File: src/rtl/vbi_line_pingpong.sv
module vbi_line_pingpong #(
  parameter int MAX_BYTES = 64,
  parameter int LN_W      = 10,
  parameter int STD_W     = 4,
  parameter logic [7:0] HDR_ID = 8'hC5
) (
  input  logic             clk,
  input  logic             rst_n,
  input  logic             wr_valid,
  input  logic [7:0]       wr_data,
  input  logic             line_end,
  input  logic [LN_W-1:0]  line_num,
  input  logic [STD_W-1:0] std_code,
  input  logic             recode_en,
  input  logic             rd_grant,
  output logic             rd_req,
  output logic             rd_valid,
  output logic [7:0]       rd_data,
  output logic             drop_flag
);
  localparam int CW   = $clog2(MAX_BYTES + 1);
  localparam int AW   = $clog2(MAX_BYTES);
  localparam int PW   = $clog2(MAX_BYTES + 3);
  localparam int PADW = 8 - STD_W - (LN_W - 8);

  logic [7:0]       mem  [2][MAX_BYTES];
  logic [CW-1:0]    len  [2];
  logic [LN_W-1:0]  lnq  [2];
  logic [STD_W-1:0] stdq [2];
  logic [1:0]       full;
  logic             wsel, rsel, in_line, discard, busy;
  logic [CW-1:0]    wcnt;
  logic [PW-1:0]    pos;

  logic starting, skip, take, commit, last;
  logic [AW-1:0] ridx;
  logic [7:0] raw, pay, hdr2;

  assign starting = !in_line && (wr_valid || line_end);
  assign skip     = discard || (starting && full[wsel]);
  assign take     = wr_valid && !skip && (wcnt < CW'(MAX_BYTES));
  assign commit   = line_end && !skip;
  assign last     = busy && (pos == PW'(len[rsel]) + PW'(2));

  always_ff @(posedge clk) begin
    if (!rst_n) begin
      full <= '0; wsel <= 1'b0; rsel <= 1'b0; in_line <= 1'b0;
      discard <= 1'b0; busy <= 1'b0; wcnt <= '0; pos <= '0; drop_flag <= 1'b0;
    end else begin
      if (take) wcnt <= wcnt + CW'(1);
      if (wr_valid || line_end) in_line <= !line_end;
      if (starting && full[wsel]) begin
        discard   <= 1'b1;
        drop_flag <= 1'b1;
      end
      if (line_end) begin
        discard <= 1'b0;
        wcnt    <= '0;
      end
      if (commit) begin
        full[wsel] <= 1'b1;
        wsel       <= ~wsel;
      end
      if (rd_grant && rd_req) begin
        busy <= 1'b1;
        pos  <= '0;
      end else if (last) begin
        busy       <= 1'b0;
        full[rsel] <= 1'b0;
        rsel       <= ~rsel;
      end else if (busy) begin
        pos <= pos + PW'(1);
      end
    end
  end

  always_ff @(posedge clk) begin
    if (take) mem[wsel][wcnt[AW-1:0]] <= wr_data;
    if (commit) begin
      len[wsel]  <= wcnt + CW'(take);
      lnq[wsel]  <= line_num;
      stdq[wsel] <= std_code;
    end
  end

  assign ridx = AW'(pos - PW'(3));
  assign raw  = mem[rsel][ridx];
  assign pay  = (recode_en && raw == 8'h00) ? 8'h03 :
                (recode_en && raw == 8'hFF) ? 8'hFC : raw;
  assign hdr2 = {stdq[rsel], {PADW{1'b0}}, lnq[rsel][LN_W-1:8]};

  assign rd_req   = full[rsel] && !busy;
  assign rd_valid = busy;
  assign rd_data  = !busy      ? 8'h00 :
                    pos == 0   ? HDR_ID :
                    pos == 1   ? lnq[rsel][7:0] :
                    pos == 2   ? hdr2 : pay;
endmodule


File: config.mk
export PLATFORM = sky130hd
export DESIGN_NAME = vbi_line_pingpong
export DESIGN_NICKNAME = d
export VERILOG_FILES = /design/src/rtl/vbi_line_pingpong.sv
export SDC_FILE = /design/constraint.sdc
export NUM_CORES = 1
export LEC_CHECK = 0
export BUFFER_PORTS_ARGS = -buffer_cell sky130_fd_sc_hd__buf_2
export CORE_MARGIN = 2
export CORE_UTILIZATION = 63
export DETAILED_ROUTE_END_ITERATION = 10
export GPL_ROUTABILITY_DRIVEN = 1
export PLACE_DENSITY_LB_ADDON = 0.05
export SYNTH_ARGS = -nofsm -noshare
export SYNTH_HDL_FRONTEND = slang
export SYNTH_SLANG_ARGS = --single-unit
File: constraint.sdc
create_clock -name clk -period 6.95 [get_ports clk]
set_clock_uncertainty 0.15 [all_clocks]
set_input_delay 1.7375 -clock clk [delete_from_list [all_inputs] [get_ports clk]]
set_output_delay 1.7375 -clock clk [all_outputs]
set_load 0.02 [all_outputs]
==> results of run 1 <==
-- state kept, by name, summed over array words and instances (netlist names), named ones only --
signal	count
len	14
stdq	8
mem	1024
wcnt	7
drop_flag	1
in_line	1
lnq	20
pos	7
rsel	1
discard	1
wsel	1
rd_valid	1
full	2
-- synthesized netlist by cell type (all sizes together), types with 9 or more instances --
cell    number  area share, %
nor3        13           0.19
nor4         9           0.16
and3        11           0.16
nor2       176            1.5
nand3       93            1.1
nor2b       14           0.20
mux2i       71            1.6
mux2        18           0.48
a32oi       13           0.26
xnor2       17           0.42
nand2b       9           0.13
edfxtp    1066             74
and2        11           0.16
nand2      291            2.5
dfxtp       23            1.1
a211oi      12           0.21
a21oi       19           0.22
inv         14           0.12
nand4       34           0.49
buf         92            1.5
xor2        16           0.38
a31oi       30           0.45
o21ai       13           0.15
clkbuf      49           0.42
mux4       198             10
-- final cells by class --
| class | instances | share of cell area, % |
|---|---|---|
| flip-flops and latches | 1089 | 66.8 |
| multi-input cells | 1178 | 21.1 |
| clock buffers | 122 | 5.63 |
| repair buffers | 186 | 2.99 |
| well taps | 882 | 2.27 |
| clock inverters | 70 | 1.10 |
| inverters | 14 | 0.108 |
| diodes | 1 | 0.00515 |
-- kinds of logic (layout without fill, tap and decap cells) --
group                    count (synthesis)  after routing  synth area share, %
flip-flops                            1089           1089                 74.6
XOR/XNOR                                33             33                0.802
adder cells (fa/ha/maj)                  8              8                0.230
buffers and inverters                  155            392                 2.08
other                                    0              1                    0
multiplexers                           287            287                 12.4
AO/OA/AOI/OAI                          177            177                 3.16
AND/OR/NAND/NOR                        673            673                 6.81
-- per-stage QoR --
stage	setup slack (ns)	hold WS, ns	power [mW]
after floorplan	1.36	0.289	7.63
after global placement	0.824	0.297	7.90
after detailed placement	0.766	0.321	7.91
after CTS	0.0384	0.338	13.3
after global routing	0.0306	0.361	13.5
final	0.151	0.327	13.2
-- worst max-delay path: stages, from the launching register on --
cell and delay (ns):
dfxtp_1 0.49, ha_4 0.29, xor2_4 0.66, buf_12 0.27, buf_4 0.19, nand2_1 0.06, a41o_1 0.22, a21oi_1 0.28
a2bb2oi_1 0.11, o211ai_1 0.47, o211ai_2 0.17, nor4_2 0.45, o32ai_1 0.14, a41o_1 0.26, buf_2 0.17
-- routing by layer --
metal	up-vias	share of wire, %	wire (um)
met2	1538	46	51700
li1	9930	-	-
met4	6	3.8	4340
met5	-	0.035	40
met3	268	12	13300
met1	12400	39	43900
-- timing repair --
item / 4_1_cts / 5_1_grt
setup endpoints to repair: 0 / 2
resized for setup: 0 / 6
hold buffers: 0 / 0
-- power by group through the flow --
stage,Combinational (mW),Clock [mW],Sequential [mW]
after global placement,0.507,0,7.40
after detailed placement,0.517,0,7.40
after floorplan,0.236,0,7.39
after global routing,0.551,5.73,7.26
final,0.530,5.45,7.26
after CTS,0.519,5.49,7.26
-- worst max-delay path by stage --
stage	from	to	slack [ns]	depth (start not counted)
final	pos[1]$_SDFFE_PP0P_	rd_data[1]	0.15	14
after global routing	pos[0]$_SDFFE_PP0P_	rd_data[1]	0.03	13
after CTS	pos[1]$_SDFFE_PP0P_	rd_data[1]	0.04	14
after detailed placement	pos[1]$_SDFFE_PP0P_	rd_data[1]	0.77	14
after global placement	pos[1]$_SDFFE_PP0P_	rd_data[1]	0.82	14
after floorplan	pos[0]$_SDFFE_PP0P_	rd_data[1]	1.36	15
==> results, run 1 <==
- The flow ran to the end, and the final reports show no timing, DRC or antenna violations.
- The maximum buffer depth of the clock tree is 3.
- Per report_power, the sequential group accounts for 54.8% of the total.
- The setup TNS after final layout is 0 ns.
- In the global route stage, met1 resource usage came out at 47.9%.
- For this run, the top clock speed supported by timing is 147 MHz.
- Sequential cells were found to cover 74.6% of the synthesized design area.
- The die width is 267 um.
- Dividing the final minimum period by the clock period gives 97.8%.
- Entering global routing, the biggest net connects 108 pins.
- The worst min-delay path class is reg2reg.
- The maximum level of the CTS H-tree is 3.
- The initial antenna violation count is 3.
- The residual overflow from global routing is 0.
- Synthesis inferred 1,089 register bits.
- The slack of the worst reg-to-reg path is 2.90 ns.
- In this run the critical register-to-register path is captured at mem[1][71]$_DFFE_PP_.
- The startpoint identified for the worst hold timing path is drop_flag$_SDFFE_PN0P_.
- In the global route stage, overall resource usage came out at 32.4%.
- The dominant register cell in the synthesized netlist is edfxtp_1.
- In the layout the commonest cells are 1,066 x edfxtp_1, 291 x nand2_1, 197 x mux4_2.
- The net count of the finished layout is 2,610.
- For the worst setup path, the data arrival time is 4.91 ns.
- The first detailed-routing pass took 6 iterations.
- The logic depth of the worst register-to-register path is 8.
- For this block, the initial DRC count from the detailed router was 3,550.
- For this run, the share of the core covered by cells in the final layout is 71.0%.
- Measured along the y axis, the die boundary spans 267 um.
- The buffer type at the clock tree root is clkbuf_16.
- In this run the critical register-to-register path is launched from wsel$_SDFFE_PN0P_.
- The effective utilization at floorplan is 63.6%.
- The met2 usage in global routing is 48.3%.
- The cell area after placement is 0.0453 sq mm.
- The total of endpoints with negative setup slack in the final report is 0.
- After clock tree synthesis, the setup repair step added 0 buffers.
- The Yosys step of the flow raised 0 warnings.
- The worst setup path is launched from a register.
- In this run the worst path has a maximum fanout of 16.
- In this run, placement finished with an instance count of 3,348.
- The share of total power dissipated in combinational logic is 4.0%.
- For this design the total switching power over the nets is 2.81 mW.
- The placeable core region is 0.0685 sq mm.
- The layer flagged by global routing as most heavily used is met2.
- Once layout is complete, the cells apart from fillers number 3,542.
- The worst path in the final design needs a cycle of 6.80 ns, including I/O delays and setup.
- The number of clock buffers inserted by TritonCTS is 105.
- The cell-internal power is 10.4 mW.
- The clock network burns 41.1% of the power.
- The routed design has 113 mm of wire.
- The clock reaches the later pin of the worst-skew pair after 0.66 ns.
- In this run the remaining antenna-violating nets after routing total 0.
- The via count of the first global-routing pass is 23,600.
- After legalization and detailed placement, the total HPWL measured 71.2 mm.
- In the final layout, the multi-input gates occupy 0.0102 sq mm.
- The worst hold path depth is 1.
- The total of max-cap violations is 0.
- The mean cell area of the mapped netlist is 18.0 sq um.
- The count of pins over their slew limit is 0.
- The average via count per standard cell is 6.81.
- Power spread over the standard cell area amounts to 272 mW/mm^2.
- The data required time of the critical path is 5.06 ns.
- The category of the most critical setup path is reg2out.
- Yosys mapped the design onto 83 distinct sky130hd cell types.
- Yosys mapped a number of flops with a built-in enable equal to 1,066.
- The worst slew margin relative to its limit is 15.4%.
- The total via count after detailed routing is 24,100.
- The maximum vdd ir drop is 0.000227 V.
- The share of flip-flops with an asynchronous set or reset after synthesis is 0%.
- The area of all placed cells without fillers is 0.0486 sq mm.
- The kind of end point of the critical path is an output port.
- The area growth from synthesis to layout is 11.6%.
- The global-route wire length before repair is 164 mm.
- The number of nets in the synthesized netlist is 2,458.
- For the pin with the worst max-slew slack, the measured transition is 1.27 ns.
- The gate count of the mapped netlist is 2,422.
- The cell area that synthesis handed to floorplanning was 0.0436 sq mm.
- Dividing the detail-routed wire length by the instance count gives 32.0 um.
- The sequential cell area is 0.0325 sq mm.
- The full die area is 0.0712 sq mm.
- The last weighted congestion value of the routability-driven placer is 1.00.
- The number of failing hold endpoints at the final stage came to 0.
- The number of placement rows is 96.
- Setup repair after global routing left no endpoint under its margin.
- The clock drives 1,089 sinks.
- Clock-pin slew was measured on the worst setup and hold paths at 0.06 ns.
- The number of fill cells in the layout is 4,241.
- The number of input and output port buffers inserted is 38.
- The global-route met3 utilization is 7.41%.
- 39 I/O pins were placed.
- The library cell used most frequently in the layout, excluding fill and tap cells, is edfxtp_1.
- The count of unresolved DRC violations after routing is 0.
- The static leakage power is 15.8 nW.
- The post-route netlist has 21.7% of its cells at a drive strength greater than 1.
- TritonCTS built the clock tree.
- The worst hold path terminates at drop_flag$_SDFFE_PN0P_.
- Net switching is 21.2% of the power.
No activity file was read; power rests on OpenSTA's default activity.
==> inputs of run 2 (changes only) <==
--- a/config.mk
+++ b/config.mk
@@ -10,7 +10,9 @@
 export CORE_UTILIZATION = 63
 export DETAILED_ROUTE_END_ITERATION = 10
 export GPL_ROUTABILITY_DRIVEN = 1
+export GPL_TIMING_DRIVEN = 0
 export PLACE_DENSITY_LB_ADDON = 0.05
+export SLEW_MARGIN = 15
 export SYNTH_ARGS = -nofsm -noshare
 export SYNTH_HDL_FRONTEND = slang
 export SYNTH_SLANG_ARGS = --single-unit
==> results, run 2 (same netlist as run 1, synthesis figures left out) <==
- The flow ran to the end, but the final reports show violations.
- The checks that failed: negative setup slack.
- The post-route clock period utilization is 101% (+3.3 points).
- The initial antenna violation count is 6 (+3).
- The maximum vdd ir drop is 0.000259 V (+14%).
- The residual overflow from global routing is 0 (unchanged).
- The number of placement rows is 96 (unchanged).
- The maximum number of pins on one net before global-route repair is 97 (-10%).
- The total via count after detailed routing was 26,300 (+9.0%).
- In this run the worst hold path is classified as reg2reg.
- The final hold slack is 0.323 ns (-0.00339 ns).
- The worst setup path is of the reg2out kind.
- The average via count per standard cell came to 7.39 (+8.6%).
- The fraction of final layout cells with drive strength greater than 1 is 21.9% (+0.16 points).
- The library cell used most frequently in the layout, excluding fill and tap cells, is edfxtp_1.
- The power per cell area is 277 mW/mm^2 (+1.8%).
- The transition time of the tightest slew-check pin is 1.25 ns (-0.0189 ns).
- The full die area came to 0.0712 sq mm (unchanged).
- The area of all placed cells without fillers is 0.0490 sq mm (+0.88%).
- The final net count is 2,622 (+0.46%).
- Setup repair after global routing left no endpoint under its margin.
- The last weighted congestion value of the routability-driven placer is 1.06 (+5.5%).
- The total of endpoints with negative setup slack in the final report came to 3 (+3).
- The worst slew margin relative to its limit came to 16.8% (+1.3 points).
- The insertion delay to the later sink of the worst-skew pair is 0.67 ns (about the same).
- The count of pins on the block boundary is 39 (unchanged).
- The count of unresolved DRC violations after routing is 0 (unchanged).
- The die width is 267 um (unchanged).
- The post-place setup slack is -2.58 ns (-3.34 ns).
- The via count of the first global-routing pass is 25,000 (+5.8%).
- The number of routed nets with antenna violations is 0 (unchanged).
- The data required time of the critical path is 5.06 ns (about the same).
- The sequential cell area was 0.0325 sq mm (about the same).
- The combined area of the multi-input logic cells was 0.0104 sq mm (+2.1%).
- The startpoint type of the worst setup path is a register.
- The static leakage power is 15.9 nW (+0.53%).
- The worst path setup slack after routing is -0.0804 ns (-0.232 ns).
- The CTS tree is built.
- The mean routed wirelength per cell came to 41.9 um (+31%).
- The cts-stage hold buffer count is 0 (unchanged).
- The placeable core region is 0.0685 sq mm (unchanged).
- The half-perimeter wire length after placement is 97.4 mm (+37%).
- The maximum level of the CTS H-tree was 3 (unchanged).
- The effective utilization at floorplan is 63.6% (unchanged).
- The global-route usage over all layers came to 42.7% (+10 points).
- The worst path arrival time is 5.14 ns (+0.23 ns).
- The clock sink count is 1,089 (unchanged).
- The number of detailed-route iterations in the first pass is 9 (+3).
- The root buffer cell chosen for the clock tree is clkbuf_16.
- STA classifies the critical path endpoint as an output port.
- The number of flip-flops in the largest register is 1,024 (unchanged).
- The global-route wire length before repair is 201 mm (+22%).
- The number of failing hold endpoints at the final stage is 0 (unchanged).
- The number of input and output port buffers inserted came to 38 (unchanged).
- In the layout the commonest cells are 1,066 x edfxtp_1, 289 x nand2_1, 197 x mux4_2.
- The utilization after layout came to 71.6% (+0.62 points).
- The number of clock buffers inserted by TritonCTS was 105 (unchanged).
- The final period demand of the worst path is 7.03 ns (+0.232 ns).
- The cell area after placement is 0.0451 sq mm (-0.36%).
- The maximum buffer depth of the clock tree was 3 (unchanged).
- The largest fanout on the critical path was 11 (-5).
- The layout-stage area growth over the synthesis result is 12.6%.
- The clock transition at the register clock pins on the worst setup and hold paths after CTS is 0.07 ns (about the same).
- The starting DRC count in detailed routing was 4,808 (+35%).
- The number of fill cells in the layout came to 4,290 (+1.2%).
- The routed wire length was 149 mm (+32%).
- The total of max-cap violations is 0 (unchanged).
- The sum of internal, switching and leakage power is 13.6 mW (+2.7%).
- The count of pins over their slew limit is 0 (unchanged).
- The achievable frequency is 142 MHz (-3.3%).
- The floorplan die height is 267 um (unchanged).
-- run 2: changes by cell type in the layout (fill, tap and decap cells not counted), sizes merged --
cell / before / now
clkdlybuf4s15: 0 / 1
bufinv: 6 / 12
inv: 18 / 16
clkinv: 49 / 53
clkinvlp: 11 / 3
clkbuf: 123 / 168
diode: 1 / 2
buf: 185 / 151
-- run 2: layout make-up --
type	count	share of cell area (%)
plain buffers	138	2.09
clock buffers	122	5.49
well taps	882	2.25
repair buffers	60	1.12
multi-input cells	1178	21.3
diodes	2	0.0102
inverters	14	0.123
clock inverters	70	1.37
flip-flops and latches	1089	66.2
-- run 2: final timing paths --
kind                               start                      to  slack (ns)  cells past startpoint
setup / recovery     pos[0]$_SDFFE_PP0P_              rd_data[1]       -0.08                     16
setup reg to reg       wsel$_SDFFE_PN0P_   mem[1][340]$_DFFE_PP_        2.07                      8
hold reg to reg   drop_flag$_SDFFE_PN0P_  drop_flag$_SDFFE_PN0P_        0.32                      1
hold / removal    drop_flag$_SDFFE_PN0P_  drop_flag$_SDFFE_PN0P_        0.32                      1
-- run 2: repair_timing --
action / CTS / global route
gates resized for setup: 90 / 33
setup buffers: 8 / 5
pin swaps: 6 / 11
setup endpoints to repair: 8 / 3
-- run 2: critical path: stages (launching register included) --
cell	delay (ns)
dfxtp_1	0.40
buf_6	0.21
clkinvlp_4	0.18
buf_6	0.23
buf_8	0.22
ha_4	0.38
clkinvlp_4	0.18
nor2_4	0.52
a221oi_1	0.17
nor2_1	0.35
o21ai_0	0.31
and4_1	0.40
nand2b_1	0.22
nor4_4	0.17
o32ai_1	0.11
a41o_1	0.21
buf_2	0.16
-- run 2: per-stage QoR --
step / TNS (ns) / std cells
floorplan: 0 / 2422
global placement: -20.58 / 3342
detailed placement: -16.55 / 3351
CTS: 0 / 3548
global route: 0 / 3553
finish: -0.170 / 3555
-- run 2: report_power, final --
part | internal, mW | total, mW | switching, mW
registers | 7.24 | 7.26 | 0.0121
clock network | 3.21 | 5.67 | 2.46
logic | 0.172 | 0.661 | 0.489
total | 10.6 | 13.6 | 2.96
-- run 2: routing by layer --
layer	routed length [um]	part of all wire, %	vias up	GRT usage (%)
met5	37	0.025	-	0
met4	11200	7.5	6	25.9
met2	63400	43	2379	60.1
li1	-	-	9981	-
met1	51300	34	13400	57.6
met3	23100	15	539	15.8
